==> config.mk <==
export PLATFORM = sky130hd
export DESIGN_NAME = dm_xlat_tlb
export DESIGN_NICKNAME = d
export VERILOG_FILES = /design/src/rtl/dmxt_pkg.sv /design/src/rtl/dmxt_store.sv /design/src/rtl/dmxt_walk.sv /design/src/rtl/dm_xlat_tlb.sv
export SDC_FILE = /design/constraint.sdc
export NUM_CORES = 2
export LEC_CHECK = 0
export BUFFER_PORTS_ARGS = -buffer_cell sky130_fd_sc_hd__buf_2
export CAP_MARGIN = 15
export CORE_MARGIN = 4
export CORE_UTILIZATION = 62
export DETAILED_ROUTE_END_ITERATION = 12
export GPL_TIMING_DRIVEN = 0
export PLACE_DENSITY = 0.84
export SYNTH_ARGS = -nofsm -noshare
export SYNTH_HDL_FRONTEND = slang
export SYNTH_HIERARCHICAL = 1
export SYNTH_SLANG_ARGS = --single-unit
==> constraint.sdc <==
create_clock -name clk -period 16.9 [get_ports clk]
set_clock_uncertainty 0.15 [all_clocks]
set_input_delay 3.38 -clock clk [delete_from_list [all_inputs] [get_ports clk]]
set_output_delay 3.38 -clock clk [all_outputs]
set_load 0.01 [all_outputs]
==> src/rtl/dmxt_pkg.sv <==
package dmxt_pkg;
    localparam int PG_OFF_W = 12;
    localparam int SLICE_W  = 9;
    localparam int LEVELS   = 3;
    localparam int VPN_W    = SLICE_W * LEVELS;
    localparam int VA_W     = VPN_W + PG_OFF_W;
    localparam int PPN_W    = 44;
    localparam int PA_W     = PPN_W + PG_OFF_W;
    localparam int PTE_W    = 64;
    localparam int PTE_PPN_LO = 10;
    localparam int BIT_V    = 0;
    localparam int BIT_R    = 1;
    localparam int BIT_X    = 3;
    localparam int LVL_W    = 2;

    typedef enum logic [1:0] {
        WK_IDLE  = 2'd0,
        WK_ISSUE = 2'd1,
        WK_WAIT  = 2'd2
    } walk_st_e;
endpackage

==> src/rtl/dmxt_store.sv <==
module dmxt_store
    import dmxt_pkg::*;
#(
    parameter int ENTRIES = 16,
    parameter int IDX_W   = $clog2(ENTRIES),
    parameter int TAG_W   = VPN_W - IDX_W
) (
    input  logic             clk,
    input  logic             rst_n,
    input  logic             flush,
    input  logic [IDX_W-1:0] rd_idx,
    output logic             rd_valid,
    output logic [TAG_W-1:0] rd_tag,
    output logic [PPN_W-1:0] rd_ppn,
    input  logic             wr_en,
    input  logic [IDX_W-1:0] wr_idx,
    input  logic [TAG_W-1:0] wr_tag,
    input  logic [PPN_W-1:0] wr_ppn
);
    typedef struct packed {
        logic             valid;
        logic [TAG_W-1:0] tag;
        logic [PPN_W-1:0] ppn;
    } slot_t;

    slot_t slot_d [ENTRIES];
    slot_t slot_q [ENTRIES];

    for (genvar i = 0; i < ENTRIES; i++) begin : g_slot
        always_comb begin
            slot_d[i] = slot_q[i];
            if (wr_en && (wr_idx == IDX_W'(i))) begin
                slot_d[i].valid = 1'b1;
                slot_d[i].tag   = wr_tag;
                slot_d[i].ppn   = wr_ppn;
            end
            if (flush) begin
                slot_d[i].valid = 1'b0;
            end
        end

        always_ff @(posedge clk) begin
            if (!rst_n) begin
                slot_q[i] <= '0;
            end else begin
                slot_q[i] <= slot_d[i];
            end
        end
    end

    always_comb begin
        rd_valid = slot_q[rd_idx].valid;
        rd_tag   = slot_q[rd_idx].tag;
        rd_ppn   = slot_q[rd_idx].ppn;
    end
endmodule

==> src/rtl/dmxt_walk.sv <==
module dmxt_walk
    import dmxt_pkg::*;
(
    input  logic             clk,
    input  logic             rst_n,
    input  logic             start,
    input  logic [VPN_W-1:0] start_vpn,
    input  logic [PPN_W-1:0] root_ppn,
    output logic             busy,
    output logic             mem_req_valid,
    input  logic             mem_req_ready,
    output logic [PA_W-1:0]  mem_req_addr,
    input  logic             mem_rsp_valid,
    input  logic [PTE_W-1:0] mem_rsp_data,
    output logic             done,
    output logic             fault,
    output logic [PPN_W-1:0] leaf_ppn
);
    typedef struct packed {
        walk_st_e         st;
        logic [LVL_W-1:0] lvl;
        logic [PPN_W-1:0] base;
        logic [VPN_W-1:0] vpn;
    } walk_regs_t;

    walk_regs_t r_d, r_q;
    logic [SLICE_W-1:0] slice;
    logic [PPN_W-1:0]   pte_ppn;
    logic               unused_pte;

    assign pte_ppn    = mem_rsp_data[PTE_PPN_LO +: PPN_W];
    assign unused_pte = ^{mem_rsp_data[PTE_W-1:PTE_PPN_LO+PPN_W],
                          mem_rsp_data[PTE_PPN_LO-1:BIT_X+1], mem_rsp_data[BIT_X-1]};

    always_comb begin
        case (r_q.lvl)
            2'd2:    slice = r_q.vpn[2*SLICE_W +: SLICE_W];
            2'd1:    slice = r_q.vpn[SLICE_W +: SLICE_W];
            default: slice = r_q.vpn[0 +: SLICE_W];
        endcase
    end

    assign busy          = (r_q.st != WK_IDLE);
    assign mem_req_valid = (r_q.st == WK_ISSUE);
    assign mem_req_addr  = {r_q.base, slice, 3'b000};

    always_comb begin
        r_d      = r_q;
        done     = 1'b0;
        fault    = 1'b0;
        leaf_ppn = pte_ppn;
        case (r_q.st)
            WK_IDLE: begin
                if (start) begin
                    r_d.st   = WK_ISSUE;
                    r_d.lvl  = LVL_W'(LEVELS - 1);
                    r_d.base = root_ppn;
                    r_d.vpn  = start_vpn;
                end
            end
            WK_ISSUE: begin
                if (mem_req_ready) begin
                    r_d.st = WK_WAIT;
                end
            end
            WK_WAIT: begin
                if (mem_rsp_valid) begin
                    if (!mem_rsp_data[BIT_V]) begin
                        done     = 1'b1;
                        fault    = 1'b1;
                        r_d.st   = WK_IDLE;
                    end else if (mem_rsp_data[BIT_R] || mem_rsp_data[BIT_X]) begin
                        done     = 1'b1;
                        r_d.st   = WK_IDLE;
                    end else if (r_q.lvl == '0) begin
                        done     = 1'b1;
                        fault    = 1'b1;
                        r_d.st   = WK_IDLE;
                    end else begin
                        r_d.base = pte_ppn;
                        r_d.lvl  = r_q.lvl - LVL_W'(1);
                        r_d.st   = WK_ISSUE;
                    end
                end
            end
            default: r_d.st = WK_IDLE;
        endcase
    end

    always_ff @(posedge clk) begin
        if (!rst_n) begin
            r_q <= '{st: WK_IDLE, lvl: '0, base: '0, vpn: '0};
        end else begin
            r_q <= r_d;
        end
    end
endmodule

==> src/rtl/dm_xlat_tlb.sv <==
module dm_xlat_tlb
    import dmxt_pkg::*;
#(
    parameter int ENTRIES = 16
) (
    input  logic             clk,
    input  logic             rst_n,
    input  logic             inv_all,
    input  logic [43:0]      root_ppn,
    input  logic             xl_valid,
    output logic             xl_ready,
    input  logic [38:0]      xl_vaddr,
    output logic             xl_done,
    output logic             xl_fault,
    output logic [55:0]      xl_paddr,
    output logic             pw_req_valid,
    input  logic             pw_req_ready,
    output logic [55:0]      pw_req_addr,
    input  logic             pw_rsp_valid,
    input  logic [63:0]      pw_rsp_data
);
    localparam int IDX_W = $clog2(ENTRIES);
    localparam int TAG_W = VPN_W - IDX_W;

    typedef struct packed {
        logic            done;
        logic            fault;
        logic [PA_W-1:0] paddr;
        logic [VA_W-1:0] pend_va;
    } top_regs_t;

    top_regs_t t_d, t_q;

    logic [VPN_W-1:0] in_vpn;
    logic [IDX_W-1:0] in_idx;
    logic [TAG_W-1:0] in_tag;
    logic             rd_valid;
    logic [TAG_W-1:0] rd_tag;
    logic [PPN_W-1:0] rd_ppn;
    logic             hit;
    logic             accept;
    logic             wk_busy, wk_done, wk_fault;
    logic [PPN_W-1:0] wk_ppn;
    logic             fill_en;
    logic [VPN_W-1:0] pend_vpn;

    assign in_vpn   = xl_vaddr[VA_W-1:PG_OFF_W];
    assign in_idx   = in_vpn[IDX_W-1:0];
    assign in_tag   = in_vpn[VPN_W-1:IDX_W];
    assign pend_vpn = t_q.pend_va[VA_W-1:PG_OFF_W];
    assign hit      = rd_valid && (rd_tag == in_tag);
    assign xl_ready = !wk_busy;
    assign accept   = xl_valid && xl_ready;
    assign fill_en  = wk_done && !wk_fault;

    dmxt_store #(.ENTRIES(ENTRIES)) u_store (
        .clk      (clk),
        .rst_n    (rst_n),
        .flush    (inv_all),
        .rd_idx   (in_idx),
        .rd_valid (rd_valid),
        .rd_tag   (rd_tag),
        .rd_ppn   (rd_ppn),
        .wr_en    (fill_en),
        .wr_idx   (pend_vpn[IDX_W-1:0]),
        .wr_tag   (pend_vpn[VPN_W-1:IDX_W]),
        .wr_ppn   (wk_ppn)
    );

    dmxt_walk u_walk (
        .clk           (clk),
        .rst_n         (rst_n),
        .start         (accept && !hit),
        .start_vpn     (in_vpn),
        .root_ppn      (root_ppn),
        .busy          (wk_busy),
        .mem_req_valid (pw_req_valid),
        .mem_req_ready (pw_req_ready),
        .mem_req_addr  (pw_req_addr),
        .mem_rsp_valid (pw_rsp_valid),
        .mem_rsp_data  (pw_rsp_data),
        .done          (wk_done),
        .fault         (wk_fault),
        .leaf_ppn      (wk_ppn)
    );

    always_comb begin
        t_d       = t_q;
        t_d.done  = 1'b0;
        t_d.fault = 1'b0;
        if (accept) begin
            if (hit) begin
                t_d.done  = 1'b1;
                t_d.paddr = {rd_ppn, xl_vaddr[PG_OFF_W-1:0]};
            end else begin
                t_d.pend_va = xl_vaddr;
            end
        end
        if (wk_done) begin
            t_d.done  = 1'b1;
            t_d.fault = wk_fault;
            t_d.paddr = wk_fault ? '0 : {wk_ppn, t_q.pend_va[PG_OFF_W-1:0]};
        end
    end

    always_ff @(posedge clk) begin
        if (!rst_n) begin
            t_q <= '0;
        end else begin
            t_q <= t_d;
        end
    end

    assign xl_done  = t_q.done;
    assign xl_fault = t_q.fault;
    assign xl_paddr = t_q.paddr;
endmodule

# Word-level counts from Yosys, hierarchy flattened
# Memories as Yosys holds them, arrays and structs flattened.
# Cells that the tools add are included.
# word_totals
word_cells,264
memories,1
ram_bits,1088
ff_bits,172
# mem_list
name,words,width,rd,rd_ports_with_merged_regs,wr,line,rtl
u_store.slot_q,16,68,1,0,16,dmxt_store.sv:27,slot_t slot_q [ENTRIES];
# classes
muxes,94
n_reduce_logical,69
bitwise_logic,33
n_eq_ne,58
add_sub_neg,1
# op_table
operator,n
$mux W68,16
$mux W67,16
$mux W46,3
$mux W56,2
$mux W95,1
$pmux W46 S2,1
$mux W75,1
$reduce_and A2 Y1,36
$mux W58,1
$mux W48,1
$mux W1,46
$ne A2 B2 Y1 const B,20
$mux W39,1
$eq A4 B4 Y1 const B,8
$or A1 B1 Y1,32
$eq A23 B23 Y1,1
$logic_and A1 B1 Y1,20
$pmux W9 S2,1
$eq A4 B3 Y1 const B,4
$ne A1 B1 Y1 const B,16
$eq A4 B2 Y1 const B,2
$reduce_bool A2 Y1,4
$mux W2,3
$pmux W2 S3,1
other kinds (12),18

# Logic depth before layout (Yosys ltp)
# logic_depth
ltp_word,12
depth_mapped,18
ltp_nobuf,10

# Cells and area by module
# Netlist, hierarchy kept.
# modules_own_cells
mod,n_inst,area_each_um2,cells_each
dmxt_store,1,48541.6,3021
dm_xlat_tlb,1,6042.0,789
dmxt_walk,1,4595.7,570

# Least setup slack after synthesis
# Ideal clock, no wire load.
# synth_timing
path_kind,input-to-reg
startpoint,input port pw_rsp_data[0]
endpoint,memory u_store/slot_q[15][0] in the netlist's numbering (enable)
setup_slack_ns,6.945
setup_time_ns,0.585
required_ns,16.165
path_buffers,2
arrival_ns,9.221
path_stages,7
path_cell_list,nor4b_4 -> nor2_1 -> nor2b_1 -> clkbuf_1 -> buf_2 -> nand3_1 -> o21ai_0
# synth_rtl
item,line,rtl
start: declaration,dm_xlat_tlb.sv:20,input logic [63:0] pw_rsp_data
end: declaration,dmxt_store.sv:27,

# Final worst setup path
# layout_timing
startpoint,input port xl_vaddr[14]
endpoint,register t_q (netlist bit xl_paddr[13])
# layout_between
elab_chain_len,5
elab_cells_between_ends,8
classes_between,eq/ne: 1; mux: 3; reduce/logical: 3; memory: 1
# layout_lines
item,line,rtl
start: declaration,dm_xlat_tlb.sv:12,"input logic [38:0] xl_vaddr,"
$mem_v2 Z16 W68,n/a,
via rd_tag[17],dm_xlat_tlb.sv:38,logic [TAG_W-1:0] rd_tag;
$eq A23 B23 Y1,dm_xlat_tlb.sv:51,assign hit = rd_valid && (rd_tag == in_tag);
$logic_and A1 B1 Y1,dm_xlat_tlb.sv:51,
$reduce_bool A2 Y1 (no line),n/a,
$reduce_and A2 Y1 (no line),n/a,
end signal: assignment,dm_xlat_tlb.sv:110,t_q <= t_d;
end: declaration,dm_xlat_tlb.sv:32,"top_regs_t t_d, t_q;"
# The timed path passes the listed nets, and every way through them passes these cells. The select of a mux whose other input is x is not followed.
# A chain may end at the register's enable or synchronous reset.

==> results.yml <==
worst_setup_path:
  cp.required_ps: 17380
  r2r_slack_ps: 9740
  setup.worst_path.class: "input port to register"
  endpoint: "xl_paddr[13]"
  startpoint: "xl_vaddr[14]"
  worstRegToRegCells: 12
  crit_arrival_ps: 9780
  endpoint_kind: "register"
  worst_r2r_endpoint: "u_store/slot_q[15][43]"
  start_kind: "input port"
  path_max_fanout: 11
  rr_startpoint: "u_walk/r_q[74]"
power:
  p_total_mw: 7.02
  power.density_mw_per_mm2: 105
  peakVddDrop_v: 0.0000863
  leakagePower_nw: 25.7
synth:
  synth_top_family_by_area: "simple AND/OR/NAND/NOR gates"
  yosysSeqAreaShare_pct: 61.0
  synth_edf_count: 1088
  yosys.area.top_type: "edfxtp_1"
  synth-adder-area-share_pct: 0.0634
  synth_cells: 4380
  synth-simple-area-share_pct: 17.3
  ys_top_cells_by_area: "edfxtp_1, and2_1, mux4_2"
  synth_compound_area_share_pct: 5.19
  synth_area_sq_mm: 0.0592
  async_reset_ff_share_pct: 0
  ys_warn_count: 6
  syn_area_per_cell_sq_um: 13.5
  synth.distinct_cells: 53
  synth-seq-cells: 1260
  synth_flop_cell: "edfxtp_1"
  synth-xor-area-share_pct: 0.340
  synth_top_area_share_pct: 55.2
  synthMuxAreaShare_pct: 11.1
timing:
  clock.fmax_mhz: 107
  setup-violations-final: 0
  drv_slew: 0
  setup_tns_ps: 0
  period_share_pct: 55.1
  rsz0062_at_grt: "no"
  fin_crit_ps: 9300
  finalHoldViolCount: 0
  maxSlewHeadroom_pct: 11.6
  tightest_slew_ps: 1330
clock_network:
  cts_buffers: 131
  cts.hold.buffers_added: 0
  clock_latency_ps: 750
  root_buffer: "clkbuf_16"
  cts_tree: "yes"
  cts_setup_buffers: 0
  cts-htree-levels: 4
  cts.path.max_buffers: 3
  clock_sinks: 1260
  post_cts_resized: 0
  path_clk_slew_ps: 60
detailed_routing:
  drt_iter0_drc: 5895
  drtPass1Iterations: 7
  drtAntennaViolNets: 0
  wl_per_cell_microns: 29.2
  drt_drc_violations_left: 0
  wl_microns: 180000
  num_vias: 40400
  viasPerCell: 6.55
floorplan:
  initial_utilization_pct: 62.4
  coreArea_sq_mm: 0.0949
  pin_count: 269
  die_h_microns: 317
  dieArea_sq_mm: 0.100
  die_x_microns: 317
  rows: 113
finish:
  nets: 4939
  fill_cells: 5976
  final_util_pct: 70.5
  drive_gt1_share_pct: 22.3
  area_growth_pct: 13.0
grt:
  grt-ovfl-total: 0
  grt_use_total_pct: 36.0
  antenna_found_initial: 17
  grt_max_degree: 46
  grt_pass1_wl_microns: 260000
  grt_pass1_vias: 40300
status:
  outcome: "completed"
placed_design:
  gp_congestion: 0.933
  hpwl_microns: 120000
  portBuffers: 247
worst_hold_path:
  hold_class: "register to register"
run:
  max-cap-violations: 0
[cells by family after synthesis]
group | count (synthesis)
AOI/OAI and AO/OA | 430
other | 1
DFF | 1260
buffers and inverters | 566
xor gates and xnor gates | 23
muxes | 316
and+or+nand+nor | 1781
adders and majority gates | 3
[power by group]
part / internal (mW) / total [mW] / leakage, nW / switching, mW
registers: 3.49 / 3.55 / 12.7 / 0.0667
logic: 0.230 / 0.631 / 11.0 / 0.401
clock network: 1.63 / 2.83 / 2.03 / 1.21
total: 5.34 / 7.02 / 25.7 / 1.67
[synth_stat cells, types with 12 or more instances]
cell,n
buf_4,159
clkbuf_2,19
a31oi_1,57
a21o_1,44
nand2_1,298
nand3_1,44
dfxtp_1,172
and2_1,1130
clkbuf_1,273
nand3b_1,45
mux2i_1,44
o221a_2,56
nor2_1,122
and3_1,41
mux4_2,272
a22oi_1,145
or4_1,39
nor3_1,12
xnor2_1,23
buf_2,96
edfxtp_1,1088
o21ai_0,42
a21oi_1,79
[cell type report]
cell class	instances	area (sq um)	area share, %
inverter	5	18.8	0.0281
tap	1265	1580	2.37
antenna	9	22.5	0.0337
clock buffer	189	3710	5.55
multi-input combinational	2556	20300	30.3
timing repair buffer	268	1740	2.60
clock inverter	52	480	0.719
buffer	561	2930	4.38
sequential	1260	36100	54.0
[flip-flops by register name (all words and copies together), names as in the netlist]
name / cells
pend_vpn: 27
t_q: 12
u_store/slot_q: 1088
u_walk/mem_req_addr: 44
u_walk/r_q: 31
xl_done: 1
xl_fault: 1
xl_paddr: 56
[critical path, stage by stage]
cell and delay, ps:
buf_2 240, and2_1 160, clkbuf_1 600, clkbuf_1 880
buf_1 530, a22oi_1 170, nand2_1 120, xnor2_1 230
nand4_1 190, nor2_1 990, clkbuf_1 970, clkbuf_1 760
a31oi_1 230, o221a_2 300
[layer usage]
| metal | global-route usage (%) | vias to the layer above | part of all wire, % |
|---|---|---|---|
| li1 | - | 16600 | - |
| met1 | 45.5 | 20000 | 33 |
| met2 | 56.6 | 3137 | 47 |
| met3 | 11.7 | 611 | 14 |
| met4 | 17.7 | 10 | 5.5 |
| met5 | 0 | - | 0.042 |
[how the worst min path moves through the flow]
stage,start,endpoint,slack (ps),cells past startpoint
detailed placement,u_walk/r_q[26],u_walk/r_q[26],300,2
finish,u_walk/r_q[26],u_walk/r_q[26],300,2
global route,u_walk/r_q[7],u_walk/r_q[7],320,2
floorplan,u_walk/r_q[18],u_walk/r_q[18],290,2
global placement,u_walk/r_q[9],u_walk/r_q[9],290,2
CTS,u_walk/r_q[26],u_walk/r_q[26],310,2
[placed cells by master, fill, tap and decap left out, types with 23 or more instances in the layout]
master / count
and3_1: 41
clkbuf_16: 135
a21oi_1: 79
nand3b_1: 45
o221a_2: 56
mux4_2: 272
a21o_1: 44
mux2i_1: 44
a31oi_1: 57
o21ai_0: 41
a22oi_1: 145
buf_2: 343
buf_4: 160
nor2_1: 122
nand2_1: 283
nand3_1: 44
dfxtp_1: 172
clkbuf_1: 314
xnor2_1: 23
and2_1: 1130
edfxtp_1: 1088
or4_1: 39
[through the flow]
stage | worst slack (ps) | area, sq um | hold WS (ps) | cells
after floorplan | 6940 | 59200 | 286 | 4382
after global placement | 233 | 62000 | 292 | 5894
after detailed placement | 7200 | 62600 | 298 | 5913
after CTS | 7930 | 66800 | 306 | 6154
after global routing | 7730 | 66800 | 319 | 6158
final | 7600 | 66800 | 304 | 6165
No activity file was read; power rests on OpenSTA's default activity.
